### src/rtl/clk_lane_seq_pkg.sv
package clk_lane_seq_pkg;
  typedef enum logic [3:0] {
    PH_IDLE,
    PH_REQ,
    PH_PREP,
    PH_ZERO,
    PH_PRE,
    PH_RUN,
    PH_POST,
    PH_TRAIL,
    PH_EXIT
  } phase_t;
endpackage

### src/rtl/clk_lane_seq_cfg_check.sv
module clk_lane_seq_cfg_check #(
  parameter int CW      = 8,
  parameter int MIN_PRE = 4
) (
  input  logic [CW-1:0] lpx,
  input  logic [CW-1:0] prep,
  input  logic [CW-1:0] zero,
  input  logic [CW-1:0] pre,
  input  logic [CW-1:0] post,
  input  logic [CW-1:0] trail,
  input  logic [CW-1:0] ext,
  input  logic [CW-1:0] win_lo,
  input  logic [CW-1:0] win_hi,
  output logic          bad
);
  localparam logic [CW-1:0] PRE_FLOOR = CW'(MIN_PRE);
  logic any_zero;
  logic out_window;

  always_comb begin
    any_zero   = (lpx == '0) || (prep == '0) || (zero == '0) || (pre == '0)
              || (post == '0) || (trail == '0) || (ext == '0);
    out_window = (prep < win_lo) || (prep > win_hi);
    bad        = any_zero || out_window || (pre < PRE_FLOOR);
  end
endmodule

### src/rtl/clk_lane_seq_timer.sv
module clk_lane_seq_timer #(
  parameter int CW = 8
) (
  input  logic          clk,
  input  logic          rst_n,
  input  logic          load,
  input  logic [CW-1:0] load_val,
  output logic          expired
);
  logic [CW-1:0] cnt;

  always_ff @(posedge clk or negedge rst_n) begin
    if (!rst_n)            cnt <= '0;
    else if (load)         cnt <= load_val;
    else if (cnt != '0)    cnt <= cnt - 1'b1;
  end

  assign expired = (cnt == '0);

  // interval lengths rely on a steady one-per-cycle countdown
  assert_timer_step_R2: assert property (@(posedge clk) disable iff (!rst_n)
    (!load && cnt != '0) |=> (cnt == $past(cnt) - 1'b1));
endmodule

### src/rtl/clk_lane_seq.sv
module clk_lane_seq #(
  parameter int CW      = 8,
  parameter int MIN_PRE = 4
) (
  input  logic          clk,
  input  logic          rst_n,
  input  logic          start_req,
  input  logic          data_done,
  input  logic [CW-1:0] cfg_lpx,
  input  logic [CW-1:0] cfg_prep,
  input  logic [CW-1:0] cfg_zero,
  input  logic [CW-1:0] cfg_pre,
  input  logic [CW-1:0] cfg_post,
  input  logic [CW-1:0] cfg_trail,
  input  logic [CW-1:0] cfg_exit,
  input  logic [CW-1:0] prep_min,
  input  logic [CW-1:0] prep_max,
  output logic [1:0]    lp_state,
  output logic          hs_en,
  output logic          hs_clk_on,
  output logic          clk_ready,
  output logic          busy,
  output logic          cfg_err
);
  import clk_lane_seq_pkg::*;

  localparam logic [CW-1:0] ONE = CW'(1);

  phase_t        ph, ph_nxt;
  logic          illegal;
  logic          tmr_load;
  logic [CW-1:0] tmr_val;
  logic          tmr_done;
  logic [CW-1:0] sh_prep, sh_zero, sh_pre, sh_post, sh_trail, sh_exit;
  logic          launch;

  clk_lane_seq_cfg_check #(.CW(CW), .MIN_PRE(MIN_PRE)) u_check (
    .lpx(cfg_lpx), .prep(cfg_prep), .zero(cfg_zero), .pre(cfg_pre),
    .post(cfg_post), .trail(cfg_trail), .ext(cfg_exit),
    .win_lo(prep_min), .win_hi(prep_max), .bad(illegal)
  );

  clk_lane_seq_timer #(.CW(CW)) u_timer (
    .clk(clk), .rst_n(rst_n), .load(tmr_load), .load_val(tmr_val),
    .expired(tmr_done)
  );

  assign launch = (ph == PH_IDLE) && start_req && !illegal;

  always_comb begin
    ph_nxt   = ph;
    tmr_load = 1'b0;
    tmr_val  = '0;
    case (ph)
      PH_IDLE:  if (launch)    begin ph_nxt = PH_REQ;   tmr_load = 1'b1; tmr_val = cfg_lpx - ONE;  end
      PH_REQ:   if (tmr_done)  begin ph_nxt = PH_PREP;  tmr_load = 1'b1; tmr_val = sh_prep - ONE;  end
      PH_PREP:  if (tmr_done)  begin ph_nxt = PH_ZERO;  tmr_load = 1'b1; tmr_val = sh_zero - ONE;  end
      PH_ZERO:  if (tmr_done)  begin ph_nxt = PH_PRE;   tmr_load = 1'b1; tmr_val = sh_pre - ONE;   end
      PH_PRE:   if (tmr_done)  ph_nxt = PH_RUN;
      PH_RUN:   if (data_done) begin ph_nxt = PH_POST;  tmr_load = 1'b1; tmr_val = sh_post - ONE;  end
      PH_POST:  if (tmr_done)  begin ph_nxt = PH_TRAIL; tmr_load = 1'b1; tmr_val = sh_trail - ONE; end
      PH_TRAIL: if (tmr_done)  begin ph_nxt = PH_EXIT;  tmr_load = 1'b1; tmr_val = sh_exit - ONE;  end
      PH_EXIT:  if (tmr_done)  ph_nxt = PH_IDLE;
      default:  ph_nxt = PH_IDLE;
    endcase
  end

  always_ff @(posedge clk or negedge rst_n) begin
    if (!rst_n) begin
      ph       <= PH_IDLE;
      cfg_err  <= 1'b0;
      sh_prep  <= '0;
      sh_zero  <= '0;
      sh_pre   <= '0;
      sh_post  <= '0;
      sh_trail <= '0;
      sh_exit  <= '0;
    end else begin
      ph      <= ph_nxt;
      cfg_err <= illegal;
      if (launch) begin
        sh_prep  <= cfg_prep;
        sh_zero  <= cfg_zero;
        sh_pre   <= cfg_pre;
        sh_post  <= cfg_post;
        sh_trail <= cfg_trail;
        sh_exit  <= cfg_exit;
      end
    end
  end

  always_comb begin
    case (ph)
      PH_IDLE, PH_EXIT: lp_state = 2'b11;
      PH_REQ:           lp_state = 2'b01;
      default:          lp_state = 2'b00;
    endcase
    hs_en     = (ph == PH_ZERO) || (ph == PH_PRE) || (ph == PH_RUN)
             || (ph == PH_POST) || (ph == PH_TRAIL);
    hs_clk_on = (ph == PH_PRE) || (ph == PH_RUN) || (ph == PH_POST);
    clk_ready = (ph == PH_RUN);
    busy      = (ph != PH_IDLE);
  end

  assert_hs_lp_low_R12: assert property (@(posedge clk) disable iff (!rst_n)
    hs_en |-> (lp_state == 2'b00));

  assert_hs_from_prep_R4: assert property (@(posedge clk) disable iff (!rst_n)
    $rose(hs_en) |-> ($past(lp_state) == 2'b00));

  assert_ready_toggling_R5: assert property (@(posedge clk) disable iff (!rst_n)
    clk_ready |-> (hs_clk_on && hs_en));

  assert_start_legal_R9: assert property (@(posedge clk) disable iff (!rst_n)
    $rose(busy) |-> ($past(start_req) && !$past(illegal)));

  assert_end_at_stop_R8: assert property (@(posedge clk) disable iff (!rst_n)
    $fell(busy) |-> ($past(lp_state) == 2'b11 && !$past(hs_en)));

  assert_snapshot_held_R11: assert property (@(posedge clk) disable iff (!rst_n)
    (busy && $past(busy)) |-> ($stable(sh_prep) && $stable(sh_post) && $stable(sh_exit)));
endmodule

### config.mk
export PLATFORM = sky130hd
export DESIGN_NAME = clk_lane_seq
export DESIGN_NICKNAME = d
export VERILOG_FILES = /design/src/rtl/clk_lane_seq_pkg.sv /design/src/rtl/clk_lane_seq_cfg_check.sv /design/src/rtl/clk_lane_seq_timer.sv /design/src/rtl/clk_lane_seq.sv
export SDC_FILE = /design/constraint.sdc
export NUM_CORES = 1
export LEC_CHECK = 0
export CORE_UTILIZATION = 30
export CTS_BUF_LIST = sky130_fd_sc_hd__clkbuf_4
export DETAILED_ROUTE_END_ITERATION = 7
export PLACE_DENSITY_LB_ADDON = 0.12
export RECOVER_POWER = 50
export SYNTH_ARGS = -nofsm -noshare
export SYNTH_HDL_FRONTEND = slang
export SYNTH_SLANG_ARGS = --single-unit
### constraint.sdc
create_clock -name clk -period 1.8 [get_ports clk]
set_input_delay 0.27 -clock clk [delete_from_list [all_inputs] [get_ports clk]]
set_output_delay 0.27 -clock clk [all_outputs]
set_load 0.05 [all_outputs]
Word-level counts from Yosys, hierarchy flattened
Index checks and enable logic that the tools add are counted.

Bits in registers: 61. Latch bits: 0. Bits in writable memories: 0. Bits in read-only memories: 0. Input port bits: 76. Output and inout port bits: 7. Word-level logic and storage cells: 95. Memories kept: 0.

$add $sub $neg: 8. Multipliers: 0. Div/mod/pow operators: 0. Order comparisons: 3. Equality and inequality tests: 17. Shifts and indexed selects: 0. Mux-type cells: 25. Bitwise operators: 0. Reduce and logical (&&, ||, !) cells: 33.

Operators by type and width (count): $mux W8 (9); $logic_not A8 Y1 (8); $sub A8 B1 Y8 const B (8); $pmux W8 S7 (1); $mux W4 (9); $pmux W4 S9 (1); $ne A2 B2 Y1 const B (9); $eq A4 B3 Y1 const B (4); $logic_or A1 B1 Y1 (15); $reduce_and A9 Y1 (1); $eq A4 B2 Y1 const B (2); $gt A8 B8 Y1 (1); $lt A8 B3 Y1 const B (1); $lt A8 B8 Y1 (1); $reduce_bool A8 Y1 (1); $reduce_or A5 Y1 (1); $eq A4 B1 Y1 const B (1); $eq A4 B4 Y1 const B (1); $logic_not A4 Y1 (1); $pmux W2 S2 (1); $reduce_bool A4 Y1 (1); $mux W1 (3); $pmux W1 S3 (1); $logic_and A1 B1 Y1 (2); other kinds (3) (3).

Depth between registers and ports, before layout
Word-level depth: 14. Gate-level depth with buffers: 11. Mapped depth without buffers: 9.

By module
From an unflattened synthesis, not the netlist that was laid out.

Cell total of the unflattened synthesis: 545. Area, all modules: 4370.4 µm².

Modules (own cells, without submodules): clk_lane_seq (times used 1, cells an instance 419, area each 3387.0 µm², sequential area each 1326.3 µm²); clk_lane_seq_cfg_check (times used 1, cells an instance 72, area each 506.7 µm², sequential area each 0.0 µm²); clk_lane_seq_timer (times used 1, cells an instance 54, area each 476.7 µm², sequential area each 200.2 µm²).

Worst setup path after synthesis
No wires, ideal clock.

Kind: register -> register. Start: reg ph[0]. End: reg ph[2]. Setup time: 125 ps. Data arrival time: 2484 ps. Required time: 1675 ps. Slack: -809 ps. Stages on the path, launching flop included: 7. Path buffers: 1. Clock period less this slack: 2609 ps. Cell sequence: dfrtp_1 > clkbuf_1 > nor3_1 > nand3_1 > o221ai_2 > nor2_1 > a211o_1.

Cells in the longest elaborated chain, start to end: 5. Elaborated cells between the ends (all ways): 22. Classes of those cells: 17 x eq/ne; 1 x mux; 4 x reduce/logical.

Ends and longest elaborated chain: start, declared (RTL line clk_lane_seq.sv:29) `phase_t ph, ph_nxt;`; start signal, assigned (RTL line clk_lane_seq.sv:79) `ph <= ph_nxt;`; $logic_not A4 Y1 (RTL line clk_lane_seq.sv:48, clk_lane_seq.sv:54); $logic_and A1 B1 Y1 (2 in series) (RTL line clk_lane_seq.sv:48) `assign launch = (ph == PH_IDLE) && start_req && !illegal;`; $ne A2 B2 Y1 (no source line); $reduce_and A9 Y1 (no source line).

Several ways; a longest one is shown, not always the timed one. A chain may end at the register's enable or synchronous reset.

Final worst setup path
Start: in prep_min[7]. End: reg u_timer.cnt[4].

Cells in the longest elaborated chain, start to end: 9. Elaborated cells between the ends (all ways): 12. Classes of those cells: 1 x order compare; 5 x mux; 6 x reduce/logical.

Ends and longest elaborated chain: start, declared (RTL line clk_lane_seq.sv:16) `input logic [CW-1:0] prep_min,`; $lt A8 B8 Y1 (*) (RTL line clk_lane_seq_cfg_check.sv:23) `out_window = (prep < win_lo) || (prep > win_hi);`; $logic_or A1 B1 Y1 (*) (RTL line clk_lane_seq_cfg_check.sv:23); $logic_or A1 B1 Y1 (*) (2 in series) (RTL line clk_lane_seq_cfg_check.sv:24) `bad = any_zero || out_window || (pre < PRE_FLOOR);`; $logic_not A1 Y1 (*) (RTL line clk_lane_seq.sv:48); $logic_and A1 B1 Y1 (*) (RTL line clk_lane_seq.sv:48); $mux W8 / $mux W1 (equally long branches) (RTL line clk_lane_seq.sv:55) `PH_IDLE: if (launch) begin ph_nxt = PH_REQ; tmr_load = 1'b1; tmr_val = cfg_lpx - ONE; end`; $pmux W8 S7 / $pmux W1 S3 (equally long branches) (RTL line clk_lane_seq.sv:54) `case (ph)`; $mux W8 / $reduce_bool A2 Y1 (equally long branches); end signal, assigned (RTL line clk_lane_seq_timer.sv:14) `else if (load) cnt <= load_val;`; end signal, assigned (RTL line clk_lane_seq_timer.sv:15) `else if (cnt != '0) cnt <= cnt - 1'b1;`; end, declared (RTL line clk_lane_seq_timer.sv:10) `logic [CW-1:0] cnt;`.

Every way passes the cells marked *; elsewhere a longest branch is shown, timed or not.

==> impl_table.tex <==
\begin{tabular}{lr}
\hline
Metric & Value \\
\hline
\multicolumn{2}{l}{\textbf{Layout}} \\
\quad Number of antenna repair diodes & 0 \\
\quad Area used by sequential logic in the layout & 1530 sq um \\
\quad Final layout net count & 788 \\
\quad Fin util & 0.553 \\
\quad Fill cell count & 1268 \\
\quad Post-route non-filler standard cell count & 872 \\
\quad Final Instance Area & 7650 sq um \\
\quad Footprint of the multi-input gates & 3270 sq um \\
\quad Share of cells above drive strength 1 & 0.478 \\
\quad Layout-stage area growth over the synthesis result & 80.2\% \\
\multicolumn{2}{l}{\textbf{Synth}} \\
\quad Warnings, synthesis & 0 \\
\quad Unique masters post-synth & 48 \\
\quad Share of synthesized registers carrying an async set or reset & 1.00 \\
\quad Mapped Avg Cell Area & 9.54 sq um \\
\quad Most used DFF post-synth & sky130\_fd\_sc\_hd\_\_dfrtp\_1 \\
\quad Post-Syn Instances & 445 \\
\quad Post-Synthesis Net Count & 546 \\
\quad Synthesized area & 4240 sq um \\
\quad Count of flip-flops with a built-in enable after synthesis & 0 \\
\quad Sequential cell area fraction in the yosys report & 0.360 \\
\quad Number of register bits inferred by synthesis & 61 \\
\multicolumn{2}{l}{\textbf{Critical path}} \\
\quad Crit path DAT & 2290 ps \\
\quad CP Launch Point & prep\_min[7] \\
\quad Endpoint of the lowest-slack register-to-register path & ph[0]\$\_DFFE\_PN0P\_ \\
\quad R2r worst-path depth & 6 \\
\quad Biggest fanout along the worst timing path & 8 \\
\quad Reg2Reg Setup Slack & -90 ps \\
\quad Kind of critical path & in -> reg \\
\quad Kind of capture point of the worst setup path & flip-flop \\
\quad Origin of the critical flop-to-flop path & u\_timer.cnt[5]\$\_DFFE\_PN0P\_ \\
\quad Data required time of the critical path & 2130 ps \\
\quad Startpoint Class & primary input \\
\quad Capturing instance or port of the critical path & u\_timer.cnt[4]\$\_DFFE\_PN0P\_ \\
\multicolumn{2}{l}{\textbf{Clock network}} \\
\quad Clock tree from TritonCTS & done \\
\quad H-tree lvl count & 3 \\
\quad Clock buffer count from CTS & 9 \\
\quad Clock transition at the registers of the reported paths & 110 ps \\
\quad Clk\_lat worst skew & 440 ps \\
\quad Clock root buffer master & sky130\_fd\_sc\_hd\_\_clkbuf\_4 \\
\quad Total number of clock tree sinks & 61 \\
\quad Clk buf depth & 2 \\
\multicolumn{2}{l}{\textbf{Worst hold path}} \\
\quad Cells on Worst Hold Path & 3 \\
\quad Type of the most critical hold path & in -> reg \\
\multicolumn{2}{l}{\textbf{Drt}} \\
\quad Drt via density & 4.91 \\
\quad Detailed-routed wire length on met3 & 442 microns \\
\quad Number of remaining DRC errors & 0 \\
\quad Post-route ant nets & 0 \\
\quad Total length of routed wires & 13800 microns \\
\quad Met1 Routed Length & 5920 microns \\
\quad Drt pass-1 iters & 6 \\
\quad 1st-iter DRT viols & 190 \\
\quad Met2 layer wire length in the routed design & 7220 microns \\
\quad Detailed-route via count & 4284 \\
\quad Average wire per cell in the routed design & 15.9 microns \\
\quad Highest layer used for signal routing & met4 \\
\multicolumn{2}{l}{\textbf{STA}} \\
\quad Worst path setup slack after routing & -153 ps \\
\quad Endpoints failing hold & 0 \\
\quad Final clock skew & 13.7 ps \\
\quad Highest achievable clock rate & 0.512 GHz \\
\quad Unrepaired setup endpoints after global routing & true \\
\quad Transition time at the pin with the least slew margin & 865 ps \\
\quad Worst relative slew slack & 0.424 \\
\quad Final Max Slew Viols & 0 \\
\quad Setup TNS & -4390 ps \\
\quad Finish-stage setup viols & 60 \\
\quad Final period utilization & 1.09 \\
\quad Minimum period implied by the final worst setup slack & 1950 ps \\
\quad Min Hold Slack & 215 ps \\
\multicolumn{2}{l}{\textbf{Floorplanning}} \\
\quad Core Footprint & 13800 sq um \\
\quad Starting density of the core & 0.307 \\
\quad Die Ht & 121 microns \\
\quad Overall die area & 14600 sq um \\
\quad Die X & 121 microns \\
\quad Top-Level Pins & 83 \\
\quad Site row count & 43 \\
\multicolumn{2}{l}{\textbf{Global routing}} \\
\quad Overflow left after global routing & 0 \\
\quad Maximum number of pins on one net before global-route repair & 62 \\
\quad First-pass GRT wire length & 22500 microns \\
\quad Total global routing track utilization & 0.201 \\
\quad Number of global-route vias before repair & 4550 \\
\quad Number of antenna violations at the first check in global routing & 0 \\
\multicolumn{2}{l}{\textbf{Job}} \\
\quad Number of max-cap violations & 0 \\
\multicolumn{2}{l}{\textbf{Placement}} \\
\quad GP Congestion & 0.855 \\
\quad Buffers on Ports & 82 \\
\quad Worst setup timing slack at the placement stage & -966 ps \\
\quad DP Area & 6470 sq um \\
\quad Final HPWL DP & 10300 microns \\
\quad \# placed instances & 825 \\
\multicolumn{2}{l}{\textbf{Pwr}} \\
\quad Cell leakage power & 3.83 nW \\
\quad Pwr/cell area & 397 nW/um\^{}2 \\
\quad Overall power of the completed layout & 3.04 mW \\
\quad Largest vdd supply drop & 0.000295 V \\
\multicolumn{2}{l}{\textbf{Outcome}} \\
\quad Violated checks & negative setup slack \\
\quad Run status & finished, violations left \\
\hline
\end{tabular}
## cells in the final DEF, fill, tap and decap left out, types with 20 or more instances in the layout
cell type	count
sky130_fd_sc_hd__dfrtp_1	59
sky130_fd_sc_hd__buf_6	24
sky130_fd_sc_hd__mux2_4	47
sky130_fd_sc_hd__nor2_1	20
sky130_fd_sc_hd__nand2_1	38
sky130_fd_sc_hd__xor2_1	21
sky130_fd_sc_hd__buf_4	124
sky130_fd_sc_hd__xnor2_1	21
sky130_fd_sc_hd__clkdlybuf4s50_1	34
## synthesized netlist by cell type, types with 2 or more instances
| master | n | share of area |
|---|---|---|
| sky130_fd_sc_hd__dfrtp_1 | 61 | 0.36 |
| sky130_fd_sc_hd__mux2_2 | 47 | 0.12 |
| sky130_fd_sc_hd__nand2_1 | 42 | 0.037 |
| sky130_fd_sc_hd__inv_1 | 32 | 0.028 |
| sky130_fd_sc_hd__nor2_1 | 29 | 0.026 |
| sky130_fd_sc_hd__ha_1 | 25 | 0.074 |
| sky130_fd_sc_hd__xnor2_1 | 21 | 0.043 |
| sky130_fd_sc_hd__xor2_1 | 21 | 0.043 |
| sky130_fd_sc_hd__a21oi_1 | 19 | 0.022 |
| sky130_fd_sc_hd__nor3_1 | 18 | 0.021 |
| sky130_fd_sc_hd__o22ai_1 | 18 | 0.027 |
| sky130_fd_sc_hd__nor4_1 | 17 | 0.025 |
| sky130_fd_sc_hd__o21ai_0 | 11 | 0.013 |
| sky130_fd_sc_hd__nand3_1 | 8 | 0.0094 |
| sky130_fd_sc_hd__o31ai_1 | 6 | 0.011 |
| sky130_fd_sc_hd__nand2b_1 | 5 | 0.0074 |
| sky130_fd_sc_hd__nor2b_1 | 5 | 0.0074 |
| sky130_fd_sc_hd__a31oi_1 | 4 | 0.0059 |
| sky130_fd_sc_hd__and3_1 | 4 | 0.0059 |
| sky130_fd_sc_hd__o21a_1 | 4 | 0.0071 |
| sky130_fd_sc_hd__a21o_1 | 3 | 0.0053 |
| sky130_fd_sc_hd__buf_6 | 3 | 0.0080 |
| sky130_fd_sc_hd__clkbuf_1 | 3 | 0.0027 |
| sky130_fd_sc_hd__nand4_1 | 3 | 0.0044 |
| sky130_fd_sc_hd__nor4b_1 | 3 | 0.0062 |
| sky130_fd_sc_hd__o211ai_1 | 3 | 0.0053 |
| sky130_fd_sc_hd__or3_1 | 3 | 0.0044 |
| sky130_fd_sc_hd__a211o_1 | 2 | 0.0041 |
| sky130_fd_sc_hd__buf_12 | 2 | 0.0094 |
| sky130_fd_sc_hd__buf_4 | 2 | 0.0035 |
| sky130_fd_sc_hd__nor3b_1 | 2 | 0.0035 |
| sky130_fd_sc_hd__o22a_1 | 2 | 0.0041 |
| sky130_fd_sc_hd__or4_1 | 2 | 0.0035 |
## metal layers
metal  global-route usage  vias up
met5                    0        -
met4               0.0710        0
met3               0.0315       19
met2                0.361       71
met1                0.241     2103
li1                     -     2091
## logic make-up (layout without fill, tap and decap cells)
logic type      count (synthesis)  count (layout)  share of synthesized area
mux                            48              48                      0.127
xor+xnor                       42              42                     0.0867
simple gates                  147             147                      0.181
compound gates                 79              79                      0.119
buf+inv                        43             290                     0.0531
fa+ha+maj                      25              25                     0.0737
flops                          61              61                      0.360
## report_power, final
part / total [mW] / internal, mW / switching (mW)
sequential: 1.37 / 1.37 / 0.000505
combinational: 0.528 / 0.308 / 0.220
clock: 1.14 / 0.575 / 0.560
total: 3.04 / 2.26 / 0.780
## registers in the layout, summed over array words and instances (netlist names)
signal / cells
cfg_err: 1
ph: 4
sh_exit: 8
sh_post: 8
sh_pre: 8
sh_prep: 8
sh_trail: 8
sh_zero: 8
u_timer.cnt: 8
## what timing repair did
action	4_1_cts	5_1_grt
hold buffers	1	0
pin swaps	37	31
setup endpoints to repair	65	65
resized for setup	163	64
setup buffers	19	12
endpoints found under the hold margin	61	0
cloned	6	1
## worst max-delay path, stage by stage
cell	delay (ps)
sky130_fd_sc_hd__buf_8	110
sky130_fd_sc_hd__inv_12	40
sky130_fd_sc_hd__ha_4	180
sky130_fd_sc_hd__and3_4	180
sky130_fd_sc_hd__buf_6	110
sky130_fd_sc_hd__a221oi_4	280
sky130_fd_sc_hd__o31ai_2	100
sky130_fd_sc_hd__and4bb_4	220
sky130_fd_sc_hd__nand3_4	100
sky130_fd_sc_hd__buf_12	160
sky130_fd_sc_hd__buf_12	130
sky130_fd_sc_hd__buf_16	110
sky130_fd_sc_hd__nor2_2	30
sky130_fd_sc_hd__a211o_1	260
## area by class of cell
| cell class | instances | share of cell area |
|---|---|---|
| well taps | 180 | 0.0294 |
| clock inverters | 6 | 0.0115 |
| clock buffers | 10 | 0.00982 |
| multi-input cells | 341 | 0.427 |
| flip-flops and latches | 61 | 0.200 |
| repair buffers | 242 | 0.304 |
| inverters | 32 | 0.0177 |
## worst min path at each step
| stage | slack [ps] | endpoint | start |
|---|---|---|---|
| 3_5_place_dp | 310 | u_timer.cnt[3]$_DFFE_PN0P_ | rst_n |
| 4_1_cts | 210 | sh_prep[6]$_DFFE_PN0N_ | cfg_prep[6] |
| 3_3_place_gp | 310 | u_timer.cnt[2]$_DFFE_PN0P_ | rst_n |
| 6_report | 210 | sh_post[4]$_DFFE_PN0N_ | cfg_post[4] |
| 5_1_grt | 210 | sh_prep[7]$_DFFE_PN0N_ | cfg_prep[7] |
| 2_1_floorplan | -30 | cfg_err$_DFF_PN0_ | rst_n |
No activity file was read; power rests on OpenSTA's default activity.
